===== config.mk =====
export PLATFORM = sky130hd
export DESIGN_NAME = irq_stack_seq
export DESIGN_NICKNAME = d
export VERILOG_FILES = /design/src/rtl/irq_stack_pkg.sv /design/src/rtl/irq_stack_nmi_latch.sv /design/src/rtl/irq_stack_arb.sv /design/src/rtl/irq_stack_engine.sv /design/src/rtl/irq_stack_seq.sv
export SDC_FILE = /design/constraint.sdc
export NUM_CORES = 1
export LEC_CHECK = 0
export BUFFER_PORTS_ARGS = -buffer_cell sky130_fd_sc_hd__clkbuf_2
export CAP_MARGIN = 20
export CORE_ASPECT_RATIO = 1.5
export CORE_MARGIN = 2
export CORE_UTILIZATION = 56
export DETAILED_ROUTE_END_ITERATION = 8
export GPL_ROUTABILITY_DRIVEN = 0
export PLACE_DENSITY_LB_ADDON = 0.2
export SYNTH_ARGS = -nofsm -noshare
export SYNTH_HDL_FRONTEND = slang
export SYNTH_SLANG_ARGS = --single-unit

===== constraint.sdc =====
create_clock -name clk_i -period 8.95 [get_ports clk_i]
set_input_delay 1.79 -clock clk_i [delete_from_list [all_inputs] [get_ports clk_i]]
set_output_delay 1.79 -clock clk_i [all_outputs]
set_load 0.05 [all_outputs]

===== src/rtl/irq_stack_pkg.sv =====
`timescale 1ns/1ps
package irq_stack_pkg;

  typedef enum logic [3:0] {
    ST_IDLE, ST_PUSH_HI, ST_PUSH_LO, ST_PUSH_P,
    ST_VEC_LO, ST_VEC_HI, ST_PULL_P, ST_PULL_LO, ST_PULL_HI
  } seq_state_e;

  typedef enum logic [2:0] {
    OP_INT, OP_BRK, OP_PHP, OP_PLP, OP_RTI, OP_JSR, OP_RTS, OP_RST
  } seq_op_e;

  typedef enum logic [1:0] {VSEL_NMI, VSEL_RST, VSEL_IRQ} vec_sel_e;

  localparam int FLAG_I = 2;
  localparam int FLAG_B = 4;
  localparam int FLAG_R = 5;

  localparam logic [2:0] CMD_BRK = 3'd0;
  localparam logic [2:0] CMD_PHP = 3'd1;
  localparam logic [2:0] CMD_PLP = 3'd2;
  localparam logic [2:0] CMD_RTI = 3'd3;
  localparam logic [2:0] CMD_JSR = 3'd4;
  localparam logic [2:0] CMD_RTS = 3'd5;

  typedef struct packed {
    logic    valid;
    seq_op_e op;
  } cmd_dec_t;

  function automatic cmd_dec_t decode_cmd(logic [2:0] code);
    cmd_dec_t d;
    d.valid = 1'b1;
    d.op    = OP_INT;
    case (code)
      CMD_BRK: d.op = OP_BRK;
      CMD_PHP: d.op = OP_PHP;
      CMD_PLP: d.op = OP_PLP;
      CMD_RTI: d.op = OP_RTI;
      CMD_JSR: d.op = OP_JSR;
      CMD_RTS: d.op = OP_RTS;
      default: d.valid = 1'b0;
    endcase
    return d;
  endfunction

endpackage


===== src/rtl/irq_stack_nmi_latch.sv =====
`timescale 1ns/1ps
module irq_stack_nmi_latch (
  input  logic clk_i,
  input  logic rst_ni,
  input  logic nmi_ni,
  input  logic take_i,
  output logic pend_o
);
  logic nmi_q, pend_q, fall;

  assign fall   = nmi_q & ~nmi_ni;
  // same-cycle edge counts as pending
  assign pend_o = pend_q | fall;

  always_ff @(posedge clk_i or negedge rst_ni) begin
    if (!rst_ni) begin
      nmi_q  <= 1'b1;
      pend_q <= 1'b0;
    end else begin
      nmi_q  <= nmi_ni;
      pend_q <= pend_o & ~take_i;
    end
  end
endmodule


===== src/rtl/irq_stack_arb.sv =====
`timescale 1ns/1ps
module irq_stack_arb
  import irq_stack_pkg::*;
(
  input  logic       idle_i,
  input  logic       reset_req_i,
  input  logic       boundary_i,
  input  logic       nmi_pend_i,
  input  logic       irq_ni,
  input  logic       i_flag_i,
  input  logic       cmd_valid_i,
  input  logic [2:0] cmd_i,
  output logic       go_o,
  output seq_op_e    op_o,
  output vec_sel_e   vec_o,
  output logic       nmi_take_o
);
  cmd_dec_t dec;
  logic     irq_ok;

  assign dec    = decode_cmd(cmd_i);
  assign irq_ok = ~irq_ni & ~i_flag_i;

  always_comb begin
    go_o       = 1'b0;
    op_o       = OP_INT;
    vec_o      = VSEL_IRQ;
    nmi_take_o = 1'b0;
    if (reset_req_i) begin
      go_o  = 1'b1;
      op_o  = OP_RST;
      vec_o = VSEL_RST;
    end else if (idle_i) begin
      if (boundary_i && nmi_pend_i) begin
        go_o       = 1'b1;
        vec_o      = VSEL_NMI;
        nmi_take_o = 1'b1;
      end else if (boundary_i && irq_ok) begin
        go_o = 1'b1;
      end else if (cmd_valid_i && dec.valid) begin
        go_o = 1'b1;
        op_o = dec.op;
      end
    end
  end
endmodule


===== src/rtl/irq_stack_engine.sv =====
`timescale 1ns/1ps
module irq_stack_engine
  import irq_stack_pkg::*;
#(
  parameter int AW = 16,
  parameter int DW = 8,
  parameter logic [AW-DW-1:0] STACK_PAGE = 'h01,
  parameter logic [AW-1:0] VEC_NMI = 'hFFFA,
  parameter logic [AW-1:0] VEC_RST = 'hFFFC,
  parameter logic [AW-1:0] VEC_IRQ = 'hFFFE
) (
  input  logic          clk_i,
  input  logic          rst_ni,
  input  logic          go_i,
  input  seq_op_e       op_i,
  input  vec_sel_e      vec_i,
  input  logic [AW-1:0] jsr_target_i,
  input  logic          pc_set_i,
  input  logic [AW-1:0] pc_new_i,
  input  logic [DW-1:0] rdata_i,
  output logic [AW-1:0] addr_o,
  output logic [DW-1:0] wdata_o,
  output logic          we_o,
  output logic [AW-1:0] pc_o,
  output logic [DW-1:0] sp_o,
  output logic [DW-1:0] p_o,
  output logic          busy_o
);
  localparam logic [DW-1:0] ONE    = {{(DW-1){1'b0}}, 1'b1};
  localparam logic [DW-1:0] I_MASK = ONE << FLAG_I;
  localparam logic [DW-1:0] B_MASK = ONE << FLAG_B;
  localparam logic [DW-1:0] R_MASK = ONE << FLAG_R;
  localparam logic [AW-1:0] PC_ONE = {{(AW-1){1'b0}}, 1'b1};

  seq_state_e    state_q;
  seq_op_e       op_q;
  logic [AW-1:0] vaddr_q, push_w_q, tgt_q, pc_q;
  logic [DW-1:0] lo_q, sp_q, p_q, sp_inc, p_push;

  function automatic logic [AW-1:0] vec_of(vec_sel_e s);
    case (s)
      VSEL_NMI: return VEC_NMI;
      VSEL_RST: return VEC_RST;
      default:  return VEC_IRQ;
    endcase
  endfunction

  assign sp_inc = sp_q + ONE;
  assign p_push = (op_q == OP_INT) ? ((p_q & ~B_MASK) | R_MASK)
                                   : (p_q | B_MASK | R_MASK);

  always_ff @(posedge clk_i or negedge rst_ni) begin
    if (!rst_ni) begin
      state_q  <= ST_IDLE;
      op_q     <= OP_INT;
      vaddr_q  <= '0;
      push_w_q <= '0;
      tgt_q    <= '0;
      lo_q     <= '0;
      pc_q     <= '0;
      sp_q     <= '1;
      p_q      <= R_MASK;
    end else if (go_i) begin
      op_q    <= op_i;
      vaddr_q <= vec_of(vec_i);
      tgt_q   <= jsr_target_i;
      case (op_i)
        OP_INT: begin push_w_q <= pc_q;          state_q <= ST_PUSH_HI; end
        OP_BRK: begin push_w_q <= pc_q + PC_ONE; state_q <= ST_PUSH_HI; end
        OP_JSR: begin push_w_q <= pc_q - PC_ONE; state_q <= ST_PUSH_HI; end
        OP_PHP: state_q <= ST_PUSH_P;
        OP_PLP, OP_RTI: state_q <= ST_PULL_P;
        OP_RTS: state_q <= ST_PULL_LO;
        default: begin
          sp_q    <= '1;
          p_q     <= R_MASK;
          state_q <= ST_VEC_LO;
        end
      endcase
    end else begin
      case (state_q)
        ST_IDLE: if (pc_set_i) pc_q <= pc_new_i;
        ST_PUSH_HI: begin
          sp_q    <= sp_q - ONE;
          state_q <= ST_PUSH_LO;
        end
        ST_PUSH_LO: begin
          sp_q <= sp_q - ONE;
          if (op_q == OP_JSR) begin
            pc_q    <= tgt_q;
            state_q <= ST_IDLE;
          end else begin
            state_q <= ST_PUSH_P;
          end
        end
        ST_PUSH_P: begin
          sp_q <= sp_q - ONE;
          if (op_q == OP_PHP) begin
            state_q <= ST_IDLE;
          end else begin
            p_q     <= p_q | I_MASK;
            state_q <= ST_VEC_LO;
          end
        end
        ST_VEC_LO: begin
          lo_q    <= rdata_i;
          state_q <= ST_VEC_HI;
        end
        ST_VEC_HI: begin
          pc_q    <= {rdata_i, lo_q};
          state_q <= ST_IDLE;
        end
        ST_PULL_P: begin
          sp_q    <= sp_inc;
          p_q     <= rdata_i | R_MASK;
          state_q <= (op_q == OP_PLP) ? ST_IDLE : ST_PULL_LO;
        end
        ST_PULL_LO: begin
          sp_q    <= sp_inc;
          lo_q    <= rdata_i;
          state_q <= ST_PULL_HI;
        end
        ST_PULL_HI: begin
          sp_q    <= sp_inc;
          pc_q    <= (op_q == OP_RTS) ? ({rdata_i, lo_q} + PC_ONE) : {rdata_i, lo_q};
          state_q <= ST_IDLE;
        end
        default: state_q <= ST_IDLE;
      endcase
    end
  end

  always_comb begin
    we_o    = 1'b0;
    addr_o  = '0;
    wdata_o = '0;
    case (state_q)
      ST_PUSH_HI: begin we_o = 1'b1; addr_o = {STACK_PAGE, sp_q}; wdata_o = push_w_q[AW-1 -: DW]; end
      ST_PUSH_LO: begin we_o = 1'b1; addr_o = {STACK_PAGE, sp_q}; wdata_o = push_w_q[DW-1:0]; end
      ST_PUSH_P:  begin we_o = 1'b1; addr_o = {STACK_PAGE, sp_q}; wdata_o = p_push; end
      ST_VEC_LO:  addr_o = vaddr_q;
      ST_VEC_HI:  addr_o = vaddr_q + PC_ONE;
      ST_PULL_P, ST_PULL_LO, ST_PULL_HI: addr_o = {STACK_PAGE, sp_inc};
      default: ;
    endcase
  end

  assign pc_o   = pc_q;
  assign sp_o   = sp_q;
  assign p_o    = p_q;
  assign busy_o = (state_q != ST_IDLE);
endmodule


===== src/rtl/irq_stack_seq.sv =====
`timescale 1ns/1ps
module irq_stack_seq
  import irq_stack_pkg::*;
#(
  parameter int AW = 16,
  parameter int DW = 8,
  parameter logic [AW-DW-1:0] STACK_PAGE = 'h01,
  parameter logic [AW-1:0] VEC_NMI = 'hFFFA,
  parameter logic [AW-1:0] VEC_RST = 'hFFFC,
  parameter logic [AW-1:0] VEC_IRQ = 'hFFFE
) (
  input  logic          clk_i,
  input  logic          rst_ni,
  input  logic          reset_req_i,
  input  logic          boundary_i,
  input  logic          nmi_ni,
  input  logic          irq_ni,
  input  logic          cmd_valid_i,
  input  logic [2:0]    cmd_i,
  input  logic [AW-1:0] jsr_target_i,
  input  logic          pc_set_i,
  input  logic [AW-1:0] pc_new_i,
  output logic [AW-1:0] mem_addr_o,
  output logic [DW-1:0] mem_wdata_o,
  output logic          mem_we_o,
  input  logic [DW-1:0] mem_rdata_i,
  output logic [AW-1:0] pc_o,
  output logic [DW-1:0] sp_o,
  output logic [DW-1:0] status_o,
  output logic          busy_o
);
  logic     nmi_pend, nmi_take, go;
  seq_op_e  op;
  vec_sel_e vsel;

  irq_stack_nmi_latch u_nmi (
    .clk_i  (clk_i),
    .rst_ni (rst_ni),
    .nmi_ni (nmi_ni),
    .take_i (nmi_take),
    .pend_o (nmi_pend)
  );

  irq_stack_arb u_arb (
    .idle_i      (~busy_o),
    .reset_req_i (reset_req_i),
    .boundary_i  (boundary_i),
    .nmi_pend_i  (nmi_pend),
    .irq_ni      (irq_ni),
    .i_flag_i    (status_o[FLAG_I]),
    .cmd_valid_i (cmd_valid_i),
    .cmd_i       (cmd_i),
    .go_o        (go),
    .op_o        (op),
    .vec_o       (vsel),
    .nmi_take_o  (nmi_take)
  );

  irq_stack_engine #(
    .AW(AW), .DW(DW), .STACK_PAGE(STACK_PAGE),
    .VEC_NMI(VEC_NMI), .VEC_RST(VEC_RST), .VEC_IRQ(VEC_IRQ)
  ) u_eng (
    .clk_i        (clk_i),
    .rst_ni       (rst_ni),
    .go_i         (go),
    .op_i         (op),
    .vec_i        (vsel),
    .jsr_target_i (jsr_target_i),
    .pc_set_i     (pc_set_i),
    .pc_new_i     (pc_new_i),
    .rdata_i      (mem_rdata_i),
    .addr_o       (mem_addr_o),
    .wdata_o      (mem_wdata_o),
    .we_o         (mem_we_o),
    .pc_o         (pc_o),
    .sp_o         (sp_o),
    .p_o          (status_o),
    .busy_o       (busy_o)
  );
endmodule


# Word-level counts from Yosys, hierarchy flattened
# Index checks and enable logic that the tools add are counted.
[classes]
addsub = 6
eq_ne = 30
muxes = 41
n_bitwise = 9
reduce_logical = 27
[ops]
columns = ["operator", "count"]
rows = [
  ["$pmux 16 s4", 2],
  ["$add 16x1->16 const B", 3],
  ["$mux 16", 3],
  ["$pmux 16 s3", 1],
  ["$mux 8", 4],
  ["$pmux 8 s2", 2],
  ["$pmux 4 s7", 1],
  ["$mux 3", 8],
  ["$pmux 8 s3", 1],
  ["$eq 3x3->1 const B", 7],
  ["$eq 3x2->1 const B", 6],
  ["$pmux 3 s6", 1],
  ["$eq 4x3->1 const B", 4],
  ["$sub 16x1->16 const B", 1],
  ["$pmux 3 s4", 1],
  ["$mux 1", 10],
  ["$logic_not 3->1", 3],
  ["$reduce_bool 3->1", 3],
  ["$reduce_or 3->1", 3],
  ["$add 8x1->8 const B", 1],
  ["$eq 4x2->1 const B", 2],
  ["$mux 2", 4],
  ["$ne 2x2->1 const B", 4],
  ["$reduce_bool 4->1", 2],
  ["23 further kinds", 36],
]
[totals]
ff_bits = 97
input_bits = 51
out_inout_bits = 58
wordCells = 125

# Depth between registers and ports, before layout
[logic_depth]
word_depth = 13
mapped_depth = 14
depth_no_buf = 13

# Modules after synthesis
# A second synthesis with hierarchy kept.
[hier_totals]
cells_unflattened = 617
hier_area_um2 = 5626.6
[by_module_without_submodules]
columns = ["module", "n_inst", "cells_per_inst", "area_per_inst_um2", "seq_area_each_um2"]
rows = [
  ["irq_stack_engine", 1, 595, 5439.0, 2063.2],
  ["irq_stack_arb", 1, 15, 102.6, 0.0],
  ["irq_stack_nmi_latch", 1, 6, 81.3, 51.3],
  ["irq_stack_seq", 1, 1, 3.8, 0.0],
]

# Worst setup path after synthesis
# OpenSTA, ideal clock, no wires.
[synth_path]
kind = "input-to-reg"
start = "in nmi_ni"
end = "reg u_eng.push_w_q[14]"
setup_ps = 142
arrival_time_ps = 4844
required_ps = 8808
setup_slack_ps = 3963
stages = 13
n_path_buf = 0
path_cell_list = "nor2b_1 > o31a_1 > nor2_2 > nand3_1 > nor2_1 > ha_1 > a2111oi_0 > o21ai_0 > a41oi_1 > o21ai_0 > a21oi_1 > xor2_1 > o221ai_1"
[synth_between]
elab_chain_len = 10
elab_cells_between_ends = 16
classes_between = "eq/ne (2); mux (7); bitwise (3); reduce/logical (4)"
[synth_rtl]
columns = ["item", "line", "text"]
rows = [
  ["from (decl)", "irq_stack_seq.sv:16", "input logic nmi_ni,"],
  ["$not 1->1 *", "irq_stack_nmi_latch.sv:11", "assign fall = nmi_q & ~nmi_ni;"],
  ["$and 1x1->1 *", "irq_stack_nmi_latch.sv:11", ""],
  ["$or 1x1->1 *", "irq_stack_nmi_latch.sv:13", "assign pend_o = pend_q | fall;"],
  ["$logic_and 1x1->1 *", "irq_stack_arb.sv:34", "if (boundary_i && nmi_pend_i) begin"],
  ["$mux 3", "irq_stack_arb.sv:34", ""],
  ["$mux 3", "irq_stack_arb.sv:33", "end else if (idle_i) begin"],
  ["$mux 3", "irq_stack_arb.sv:29", "if (reset_req_i) begin"],
  ["$eq 3x1->1 (tied with other cells)", "irq_stack_engine.sv:67", "case (op_i)"],
  ["$reduce_bool 3->1 (no source line)", "--", ""],
  ["$reduce_and 2->1 (no source line)", "--", ""],
  ["to (signal assigned)", "irq_stack_engine.sv:68", "OP_INT: begin push_w_q <= pc_q; state_q <= ST_PUSH_HI; end"],
  ["to (signal assigned)", "irq_stack_engine.sv:69", "OP_BRK: begin push_w_q <= pc_q + PC_ONE; state_q <= ST_PUSH_HI; end"],
  ["to (signal assigned)", "irq_stack_engine.sv:70", "OP_JSR: begin push_w_q <= pc_q - PC_ONE; state_q <= ST_PUSH_HI; end"],
  ["to (decl)", "irq_stack_engine.sv:37", "logic [AW-1:0] vaddr_q, push_w_q, tgt_q, pc_q;"],
]
# Every way passes the cells marked *; elsewhere a longest branch is shown, timed or not.
# A chain may end at the register's enable or synchronous reset.

# Worst setup path after layout
[layout_path]
start = "reg u_eng.state_q[0]"
end = "out mem_addr_o[7]"
[layout_between]
elab_chain_len = 3
elab_cells_between_ends = 11
classes_between = "eq/ne (8); mux (1); reduce/logical (2)"
[layout_rtl]
columns = ["item", "line", "text"]
rows = [
  ["from (decl)", "irq_stack_engine.sv:35", "seq_state_e state_q;"],
  ["from (signal assigned)", "irq_stack_engine.sv:116", "state_q <= (op_q == OP_PLP) ? ST_IDLE : ST_PULL_LO;"],
  ["$eq 4x3->1 (tied with other cells)", "irq_stack_engine.sv:137", "case (state_q)"],
  ["$reduce_or 3->1 (no source line)", "--", ""],
  ["$pmux 16 s4 *", "irq_stack_engine.sv:137", ""],
  ["to (decl)", "irq_stack_seq.sv:23", "output logic [AW-1:0] mem_addr_o,"],
]
# Marks and branches as above.

==> summary.txt <==
Die W: 84.9 um
Clk Latency, worst-skew pair: 0.35 ns
asr flop ratio synth: 100%
highest clock rate: 0.196 GHz
#FFs+latches synth: 84
Avg Synthesized Cell Area: 8.73 um^2
Hold Path Cell Cnt: 2
Slew headroom: 29.5%
Post-CTS Setup Inserts: 0
CP max FO: 24
H-tree level count: 3
Pins Over Slew Limit: 0
Hold Path End: u_eng.tgt_q[14]
# diodes: 0
RR Endpoint: u_eng.push_w_q[14]
Seq/Total Area, Yosys: 38.4%
largest area contributor in the netlist: dfrtp_1
wire length per cell: 19.5 um
TritonCTS clock tree: built
area share of the largest cell type after synthesis: 33.7%
post_cts resized: 0
design area: 6280 um^2
Crit. End Element: output port
Remaining DRCs: 0
share of layout cells above drive strength 1: 22.9%
cells on worst reg2reg path: 14
number of CTS-inserted buffers: 9
placement-stage cell area: 5980 um^2
RSZ-0062 raised after global routing: no
post-detailed-route count of antenna-violating nets: 0
total gr overflow: 0
Max Clock Skew: 0.00609 ns
Least-Margin Pin Slew: 1.05 ns
status: finished, final reports clean
Sink Count: 84
synthesized cell area: 5500 um^2
Mapped Nets: 699
commonest cells in the netlist: 99 x nand2_1, 74 x dfrtp_1, 53 x nor2_1
initial antenna violation count: 0
first-pass GRT wire length: 26200 um
largest cells by area after synthesis: dfrtp_1 34%, nand2_1 6.8%, dfstp_2 4.8%
DR vias/cell: 6.39
Setup Crit Path Kind: register to output port
endpoints failing hold: 0
top-count cell post-synth: nand2_1
# rows: 44
DP HPWL: 11900 um
Reg2Reg Launch Point: u_eng.state_q[0]
Worst-path clk slew: 0.06 ns
CTS Buffer Depth: 2
Primary FF master, synth: dfrtp_1
Worst VDD drop: 187 uV
Sum Neg Setup Slack: 0 ns
drt pass-1 iters: 6
Final nets: 781
final wirelength: 16300 um
synth unique cells: 70
area grow syn2layout: 14.2%
Root Buffer: clkbuf_16
max-cap viol count: 0
Core ar.: 9630 um^2
CP Data Required Time: 7.16 ns
Hold WS: 0.468 ns
Die Ht: 125 um
Synth Instances: 630
All-Layer GR Usage: 31.2%
CP Data Arrival Time: 3.32 ns
vias after detailed routing: 5316
Starting Density: 57.1%
period utilisation layout: 57.1%
num ports: 109
largest net degree at the start of global routing: 69
Buffers on Ports: 108
Hold Path Origin: u_eng.tgt_q[14]
Critical Path Start Type: register
Post-synth EDFFs: 0
Synth Warn #: 0
vias in the first global route: 5322
Die ar.: 10600 um^2
Reg2Reg Setup Slack: 4.55 ns
pwr dens: 304 nW/um^2
HP Class: register to register
fin crit period: 5.11 ns
post-cts hold buffer count: 0
final setup vio count: 0
DR iter-0 viols: 446
Lkg Pwr: 0.00286 uW
## layer usage
metal  wire [um]  GRT usage [%]  vias to the layer above
li1            -              -                     2465
met1        5960           34.4                     2533
met2        8310           55.0                      252
met3         985           5.61                       66
met4        1010           18.7                        0
met5           0              0                        -
## worst max path at each step
stage          depth (start not counted)        startpoint            endpoint
2_1_floorplan                         13            nmi_ni  u_eng.push_w_q[14]
3_3_place_gp                          14            nmi_ni  u_eng.push_w_q[14]
3_5_place_dp                          14            nmi_ni  u_eng.push_w_q[14]
4_1_cts                               14            nmi_ni  u_eng.push_w_q[15]
5_1_grt                               15            nmi_ni  u_eng.push_w_q[14]
6_report                               6  u_eng.state_q[0]       mem_addr_o[7]
## registers in the layout, indices dropped and copies added, names as in the netlist
register	cells
u_eng.pc_o	16
u_eng.push_w_q	16
u_eng.tgt_q	16
u_eng.lo_q	8
u_eng.p_o	8
u_eng.sp_o	8
u_eng.state_q	4
u_eng.op_q	3
u_eng.vaddr_q	3
u_nmi.nmi_q	1
u_nmi.pend_q	1
## layout make-up
type | instances | area [um^2]
Timing Repair Buffer | 113 | 581
Clock inverter | 7 | 67.6
Inverter | 14 | 52.6
Fill cell | 835 | 3350
Clock buffer | 9 | 225
Multi-Input combinational cell | 490 | 3100
Sequential cell | 84 | 2110
Tap cell | 115 | 144
## power breakdown
| group | leakage [uW] | internal (uW) | total [uW] | switching [uW] |
|---|---|---|---|---|
| registers | 0.000983 | 500 | 646 | 146 |
| clock network | 0.000137 | 214 | 372 | 157 |
| logic | 0.00174 | 281 | 891 | 610 |
## through the flow
stage	cells	utilization [%]	setup WS, ns	total power (uW)
2_1_floorplan	630	-	3.96	1310
6_report	832	65.2	3.84	1910
3_3_place_gp	815	62.1	3.28	1500
3_5_place_dp	815	62.1	3.07	1530
5_1_grt	832	65.2	3.67	2010
4_1_cts	831	65.1	3.38	1900
## cells by family after synthesis
family	count (synthesis)	synth area share, %
fa+ha+maj	18	4.23
flops	84	38.4
buf+inv	56	5.23
xor+xnor	26	4.14
mux	20	3.87
compound gates	204	25.3
simple gates	222	18.8
## placed cells by master, fill, tap and decap left out, types with 4 or more instances in the layout
| cell type | netlist | final |
|---|---|---|
| a211oi_1 | 7 | 7 |
| a21o_1 | 10 | 10 |
| a21oi_1 | 44 | 44 |
| a222oi_1 | 12 | 12 |
| a22o_1 | 6 | 6 |
| a22oi_1 | 5 | 5 |
| a31oi_1 | 9 | 9 |
| and3_1 | 8 | 8 |
| buf_4 | 9 | 6 |
| clkbuf_16 | 0 | 9 |
| clkbuf_2 | 0 | 107 |
| dfrtp_1 | 74 | 74 |
| dfstp_2 | 10 | 10 |
| ha_1 | 17 | 17 |
| inv_1 | 13 | 13 |
| mux2_2 | 10 | 10 |
| mux2i_1 | 10 | 10 |
| nand2_1 | 99 | 99 |
| nand2b_1 | 4 | 4 |
| nand3_1 | 9 | 9 |
| nand4_1 | 6 | 6 |
| nor2_1 | 53 | 53 |
| nor3_1 | 12 | 12 |
| o211ai_1 | 19 | 19 |
| o21a_1 | 15 | 15 |
| o21ai_0 | 42 | 42 |
| or3_1 | 4 | 4 |
| xnor2_1 | 13 | 13 |
| xor2_1 | 13 | 13 |
## critical path: stages (launching register included)
cell,delay [ns]
dfrtp_1,0.67
or4b_1,1.03
o21ai_2,0.38
and2_1,0.24
nand3_1,0.14
o211ai_1,0.20
clkbuf_2,0.30
No activity file was read; power rests on OpenSTA's default activity.
